`src/rtl/wdt_pkg.sv`:
```
package wdt_pkg;
  localparam int DATA_W = 16;
  localparam int KEY_W = 8;
  localparam logic [KEY_W-1:0] KEY_WRITE = 8'h5A;
  localparam logic [KEY_W-1:0] KEY_READ = 8'h69;

  // Live configuration held by the control module
  typedef struct packed {
    logic       hold;
    logic       intervalMode;
    logic       nmiAction;
    logic       srcExt;
    logic       preDiv4;
    logic [1:0] tapSel;
  } wdtCfg_t;

  // Strobes and configuration passed from control to datapath
  typedef struct packed {
    logic    clearCnt;
    wdtCfg_t cfg;
  } wdtStrobe_t;
endpackage

```
`src/rtl/wdt_ctrl.sv`:
```
module wdt_ctrl
  import wdt_pkg::*;
(
  input  logic              clk,
  input  logic              rstN,
  input  logic              wrEn,
  input  logic [DATA_W-1:0] wrData,
  output wdtStrobe_t        strobe,
  output logic [DATA_W-1:0] rdData,
  output logic              keyViolIrq
);
  wdtCfg_t cfgQ;
  wdtCfg_t cfgNext;
  logic keyOk;

  assign keyOk = (wrData[DATA_W-1 -: KEY_W] == KEY_WRITE);

  always_comb begin
    cfgNext.hold         = wrData[7];
    cfgNext.intervalMode = wrData[6];
    cfgNext.nmiAction    = wrData[5];
    cfgNext.srcExt       = wrData[3];
    cfgNext.preDiv4      = wrData[2];
    cfgNext.tapSel       = wrData[1:0];
  end

  always_ff @(posedge clk) begin
    if (!rstN) begin
      cfgQ       <= '0;
      keyViolIrq <= 1'b0;
    end else begin
      keyViolIrq <= wrEn && !keyOk;
      if (wrEn && keyOk) cfgQ <= cfgNext;
    end
  end

  // Datapath uses the configuration in force during this cycle
  assign strobe.clearCnt = wrEn && keyOk && wrData[4];
  assign strobe.cfg      = cfgQ;

  assign rdData = {KEY_READ, cfgQ.hold, cfgQ.intervalMode, cfgQ.nmiAction,
                   1'b0, cfgQ.srcExt, cfgQ.preDiv4, cfgQ.tapSel};
endmodule

```
`src/rtl/wdt_datapath.sv`:
```
module wdt_datapath
  import wdt_pkg::*;
#(
  parameter int CNT_W = 16,
  parameter int PRE_W = 2,
  parameter int TAP_0 = 15,
  parameter int TAP_1 = 13,
  parameter int TAP_2 = 9,
  parameter int TAP_3 = 6
) (
  input  logic       clk,
  input  logic       rstN,
  input  wdtStrobe_t strobe,
  input  logic       extTick,
  output logic       sysRstReq,
  output logic       nmiReq,
  output logic       timerIrq
);
  localparam int NUM_TAPS = 4;

  function automatic int tapBit(input int idx);
    case (idx)
      0:       return TAP_0;
      1:       return TAP_1;
      2:       return TAP_2;
      default: return TAP_3;
    endcase
  endfunction

  logic [CNT_W-1:0] cntQ;
  logic [PRE_W-1:0] preQ;
  logic [CNT_W-1:0] tapMask [NUM_TAPS];
  logic [CNT_W-1:0] selMask;
  logic srcOn, advance, preDone, tick, wrap;

  for (genvar g = 0; g < NUM_TAPS; g++) begin : g_mask
    assign tapMask[g] = (CNT_W'(1) << tapBit(g)) - CNT_W'(1);
  end

  assign selMask = tapMask[strobe.cfg.tapSel];
  assign srcOn   = strobe.cfg.srcExt ? extTick : 1'b1;
  assign advance = !strobe.cfg.hold && srcOn && !strobe.clearCnt;
  assign preDone = strobe.cfg.preDiv4 ? (preQ == '1) : 1'b1;
  assign tick    = advance && preDone;
  assign wrap    = tick && ((cntQ & selMask) == selMask);

  always_ff @(posedge clk) begin
    if (!rstN) begin
      cntQ      <= '0;
      preQ      <= '0;
      sysRstReq <= 1'b0;
      nmiReq    <= 1'b0;
      timerIrq  <= 1'b0;
    end else begin
      sysRstReq <= wrap && !strobe.cfg.intervalMode && !strobe.cfg.nmiAction;
      nmiReq    <= wrap && !strobe.cfg.intervalMode && strobe.cfg.nmiAction;
      timerIrq  <= wrap && strobe.cfg.intervalMode;
      if (strobe.clearCnt) begin
        cntQ <= '0;
        preQ <= '0;
      end else begin
        if (advance) preQ <= strobe.cfg.preDiv4 ? preQ + PRE_W'(1) : '0;
        if (tick)    cntQ <= wrap ? '0 : cntQ + CNT_W'(1);
      end
    end
  end
endmodule

```
`src/rtl/keyed_wdt.sv`:
```
module keyed_wdt
  import wdt_pkg::*;
(
  input  logic        clk,
  input  logic        rstN,
  input  logic        wrEn,
  input  logic [15:0] wrData,
  input  logic        extTick,
  output logic [15:0] rdData,
  output logic        sysRstReq,
  output logic        nmiReq,
  output logic        timerIrq,
  output logic        keyViolIrq
);
  wdtStrobe_t strobe;

  wdt_ctrl u_ctrl (
    .clk        (clk),
    .rstN       (rstN),
    .wrEn       (wrEn),
    .wrData     (wrData),
    .strobe     (strobe),
    .rdData     (rdData),
    .keyViolIrq (keyViolIrq)
  );

  wdt_datapath u_dp (
    .clk       (clk),
    .rstN      (rstN),
    .strobe    (strobe),
    .extTick   (extTick),
    .sysRstReq (sysRstReq),
    .nmiReq    (nmiReq),
    .timerIrq  (timerIrq)
  );
endmodule

```
`config.mk`:
```
export PLATFORM = sky130hd
export DESIGN_NAME = keyed_wdt
export DESIGN_NICKNAME = d
export VERILOG_FILES = /design/src/rtl/wdt_pkg.sv /design/src/rtl/wdt_ctrl.sv /design/src/rtl/wdt_datapath.sv /design/src/rtl/keyed_wdt.sv
export SDC_FILE = /design/constraint.sdc
export NUM_CORES = 1
export LEC_CHECK = 0
export ABC_AREA = 1
export BUFFER_PORTS_ARGS = -buffer_cell sky130_fd_sc_hd__buf_4
export CORE_MARGIN = 5
export CORE_UTILIZATION = 30
export DETAILED_ROUTE_END_ITERATION = 8
export PLACE_DENSITY = 0.58
export SYNTH_ARGS = -nofsm -noshare
export SYNTH_HDL_FRONTEND = slang
export SYNTH_SLANG_ARGS = --single-unit
```
`constraint.sdc`:
```
create_clock -name clk -period 1.8 [get_ports clk]
set_input_delay 0.36 -clock clk [delete_from_list [all_inputs] [get_ports clk]]
set_output_delay 0.36 -clock clk [all_outputs]
set_load 0.05 [all_outputs]
```
==> impl_summary.txt <==
----------------------------------------------------
[Outcome]
  Run status ... finished, final reports clean

[Worst setup path]
  Peak per-stage delay on the critical path ... just over 400 ps
  Worst-path fanout max ... 9
  Arrival time of data at the critical path endpoint ... 1820 ps
  Buf/Inv on CP ... 1
  Worst path depth ... 7
  Series of cell instances along the critical path ... ha_1 -> nand2_2 -> nor3_4 -> nand3_2 -> buf_4 -> nand3_1 -> a21oi_1
  Slowest library cell on the worst path ... sky130_fd_sc_hd__dfxtp_1
  Depth of the worst register-to-register path ... 7
  RR Startpoint ... u_dp.cntQ[0]
  CP Class ... flop to flop
  Reg2Reg Setup Slack ... 160 ps
  Critical Path Source Type ... flop
  Critical path data required time ... around 2000 ps
  Reg-to-reg endpoint ... u_dp.cntQ[8]
  CP delay by family, top ... simple AND/OR/NAND/NOR gates
  Critical Path Sink Type ... flop

[Power]
  Sequential cell fraction of total power ... roughly half
  Power per unit of standard cell area ... 659 nW/um2
  Switching power as a share of total power ... 23.0%
  Peak ir drop on the vdd network ... between 300 and 400 uV
  Static leakage power ... around 0.83 nW
  Share of power burned in combinational logic ... approximately 9.8%
  Internal Power ... 971 uW
  Share of total power in the clock network ... between 30% and 40%
  Power dissipated by switching net loads ... slightly below 300 uW

[Clock tree]
  CTS hold repair buffers ... 0
  CTS tree ... done
  Clock transition time at the flip-flop clock pins of the worst setup and hold paths ... 100 ps
  Master cell of the clock root buffer ... sky130_fd_sc_hd__clkbuf_8
  Max Buffers Root-to-Sink ... 2
  Number of clock buffers inserted by TritonCTS ... 3
  Deepest level of the CTS H-tree ... 1
  Worst-skew pair later-pin latency ... 280 ps
  # clock sinks ... 28

[Detailed routing]
  Routed wirelength normalized by instance count ... 10.5 um
  Ratio of routed vias to standard cells ... between 4 and 5
  Routed via count ... 1359
  Detailed-router iteration count before antenna repair ... 4
  Antenna Nets Post-Route ... 0
  1st-iter DRT viols ... 48
  Final routed DRC violation total ... 0
  Final wirelength ... 3.36 mm

[Worst hold path]
  Endpoint of the worst hold-timing path ... u_ctrl.rdData[3]
  Hold depth ... 3
  Hold Crit Start ... wrData[3]
  Worst min-delay path category ... input pin to flop

[Synthesis]
  Synth top area cells ... sky130_fd_sc_hd__dfxtp_1 (36%), sky130_fd_sc_hd__nand2_1 (10%), sky130_fd_sc_hd__a21oi_1 (7.6%)
  Combined area of all synthesized cells ... 1580 um2
  Number of warnings printed during yosys synthesis ... 0
  Sequential cell area fraction in the yosys report ... 35.6%
  Number of flip-flops and latches in the synthesized netlist ... 28
  Post-synthesis average cell area ... 7.19 um2
  Area leader, netlist ... sky130_fd_sc_hd__dfxtp_1
  Gate Count Post-Synth ... 219
  Count of cell types in the netlist ... 30
  Share of Yosys cell area claimed by the top area cell type ... 35.6%

[Layout]
  Area of the multi-input gates ... 826 um2
  Storage cell area ... 561 um2
  Area added between synthesis and finish ... 21.4%
  Fraction of final layout cells with drive strength greater than 1 ... 23.6%
  Final Core Density ... 37.5%
  Number of filler instances in the final layout ... 554
  Post-route insts no fill ... 320
  Final layout net count ... 273
  Ant. Diodes ... 0

[STA]
  Minimum period implied by the final worst setup slack ... about 1600 ps
  Worst hold-check slack ... roughly 360 ps
  Worst setup skew after layout ... 6.63 ps
  Setup repair after global routing missed its margin ... false
  Setup Viol. Count Final ... 0
  Final Slew Violations ... 0
  Final hold violation count ... 0
  FMAX ... 610 MHz
  Sum of negative setup slack ... 0 ps
  Final cycle utilization of the critical path ... 91.0%

[Placed design]
  Placer Congestion ... ~0.8
  Buffers on Ports ... 30
  Total half-perimeter wirelength after legalization and detailed placement ... roughly 2.7 mm
  Total placed cells including tap cells ... approximately 320

[GRT]
  Overflow after GRT ... 0
  Vias in the first global route ... 1277
  Total routing resource utilization after global routing ... 10.4%
  Global-route wire length before repair ... roughly 5.5 mm
  Pin count of the biggest net entering global routing ... 17
  Initial antenna violation count ... 0

[Floorplanning]
  Die extent in y ... 82.5 um
  Area of the core ... 5110 um2
  Total I/O pin count ... 40
  Width of the chip ... ~80 um
  Overall die area ... 6800 um2
  Starting density of the core ... 30.8%
  Count of standard-cell rows ... 26

[Flow run]
  Max cap viols ... 0

----------------------------------------------------
==> kinds of logic after synthesis <==
logic type                 Yosys count  synth area share (%)
AOI/OAI and AO/OA                   38                  12.6
xor gates and xnor gates             5                  2.78
adders and majority gates            2                  1.59
buffers and inverters               43                  13.9
DFF                                 28                  35.6
other                                2                 0.477
and+or+nand+nor                    101                  33.0
==> layout make-up <==
type                       instances  area share [%]
multi-input combinational        155            43.2
clock inverter                     1            1.57
sequential                        28            29.3
inverter                          28            5.49
clock buffer                       3            2.16
tap                               70            4.58
timing repair buffer              35            13.7
==> power by group through the flow <==
stage | clock network (mW) | logic (mW) | registers (mW)
after floorplan | 0 | 0.0906 | 0.653
after global placement | 0 | 0.124 | 0.649
after detailed placement | 0 | 0.124 | 0.649
after CTS | 0.523 | 0.124 | 0.635
after global routing | 0.541 | 0.135 | 0.636
final | 0.502 | 0.124 | 0.635
==> cells in the mapped netlist <==
cell and number:
sky130_fd_sc_hd__nand2_2 3, sky130_fd_sc_hd__ha_1 2, sky130_fd_sc_hd__nor4_4 1, sky130_fd_sc_hd__nand3_4 1, sky130_fd_sc_hd__nor3b_1 1, sky130_fd_sc_hd__inv_1 26, sky130_fd_sc_hd__nand3_1 19, sky130_fd_sc_hd__nor2_2 3
sky130_fd_sc_hd__dfxtp_1 28, sky130_fd_sc_hd__a21oi_1 24, sky130_fd_sc_hd__nor2_1 16, sky130_fd_sc_hd__nor3_1 1, sky130_fd_sc_hd__inv_2 2, sky130_fd_sc_hd__nand3_2 3, sky130_fd_sc_hd__buf_2 1, sky130_fd_sc_hd__nor3_4 1
sky130_fd_sc_hd__o21ai_2 1, sky130_fd_sc_hd__o21ai_0 10, sky130_fd_sc_hd__clkbuf_1 2, sky130_fd_sc_hd__o21ai_1 1, sky130_fd_sc_hd__nand4_1 5, sky130_fd_sc_hd__buf_4 9, sky130_fd_sc_hd__nor2_4 2, sky130_fd_sc_hd__nand2_1 42
sky130_fd_sc_hd__nor4_1 1, sky130_fd_sc_hd__o21bai_1 2, sky130_fd_sc_hd__or2_2 2, sky130_fd_sc_hd__conb_1 2, sky130_fd_sc_hd__xor2_1 5, sky130_fd_sc_hd__buf_6 3
==> cells in the final DEF (no fill, tap or decap), types with 2 or more instances in the layout <==
cell and n:
sky130_fd_sc_hd__nand2_1 42, sky130_fd_sc_hd__buf_4 35, sky130_fd_sc_hd__dfxtp_1 28, sky130_fd_sc_hd__inv_1 26
sky130_fd_sc_hd__a21oi_1 24, sky130_fd_sc_hd__nand3_1 19, sky130_fd_sc_hd__nor2_1 16, sky130_fd_sc_hd__o21ai_0 10
sky130_fd_sc_hd__conb_1 9, sky130_fd_sc_hd__nand4_1 5, sky130_fd_sc_hd__xor2_1 5, sky130_fd_sc_hd__nand2_2 3
sky130_fd_sc_hd__nand3_2 3, sky130_fd_sc_hd__nor2_2 3, sky130_fd_sc_hd__clkbuf_8 3, sky130_fd_sc_hd__nor2_4 2
sky130_fd_sc_hd__inv_2 2, sky130_fd_sc_hd__or2_2 2, sky130_fd_sc_hd__ha_1 2
==> sequential cells by signal (all words and copies together) (netlist names) <==
name and flops:
u_dp.sysRstReq 1, u_dp.preQ 2, u_dp.nmiReq 1, u_ctrl.rdData 7
u_dp.timerIrq 1, u_ctrl.keyViolIrq 1, u_dp.cntQ 15
==> timing repair <==
action / in CTS / in global routing
buffers inserted: 0 / 0
resized for setup: 0 / 1
endpoints found under the setup margin: 0 / 3
==> per-layer routing <==
| metal | track usage, % | wire [um] | up-vias |
|---|---|---|---|
| li1 | - | - | 748 |
| met3 | 3.90 | 223 | 2 |
| met5 | 0 | 0 | - |
| met2 | 17.5 | 1540 | 36 |
| met4 | 0.997 | 8 | 0 |
| met1 | 13.1 | 1590 | 573 |
==> through the flow <==
| step | area, um2 | worst slack [ps] | power [mW] |
|---|---|---|---|
| after floorplan | 1600 | 233 | 0.744 |
| after global placement | 1840 | 151 | 0.772 |
| after detailed placement | 1840 | 149 | 0.774 |
| after CTS | 1910 | 135 | 1.28 |
| after global routing | 1910 | 0.457 | 1.31 |
| final | 1910 | 162 | 1.26 |
==> how the worst max path moves through the flow <==
stage          slack, ps      endpoint              from
2_1_floorplan        230  u_dp.cntQ[3]  u_ctrl.rdData[2]
3_3_place_gp         150  u_dp.cntQ[9]      u_dp.cntQ[0]
3_5_place_dp         150  u_dp.cntQ[9]      u_dp.cntQ[0]
4_1_cts              140  u_dp.cntQ[9]      u_dp.cntQ[0]
5_1_grt              0.5  u_dp.cntQ[1]      u_dp.cntQ[0]
6_report             160  u_dp.cntQ[8]      u_dp.cntQ[0]
==> tightest hold or removal path, cell delays in order <==
cell and delay, ps:
sky130_fd_sc_hd__buf_4 70, sky130_fd_sc_hd__o21ai_0 70, sky130_fd_sc_hd__a21oi_1 100
No activity file was read; power rests on OpenSTA's default activity.
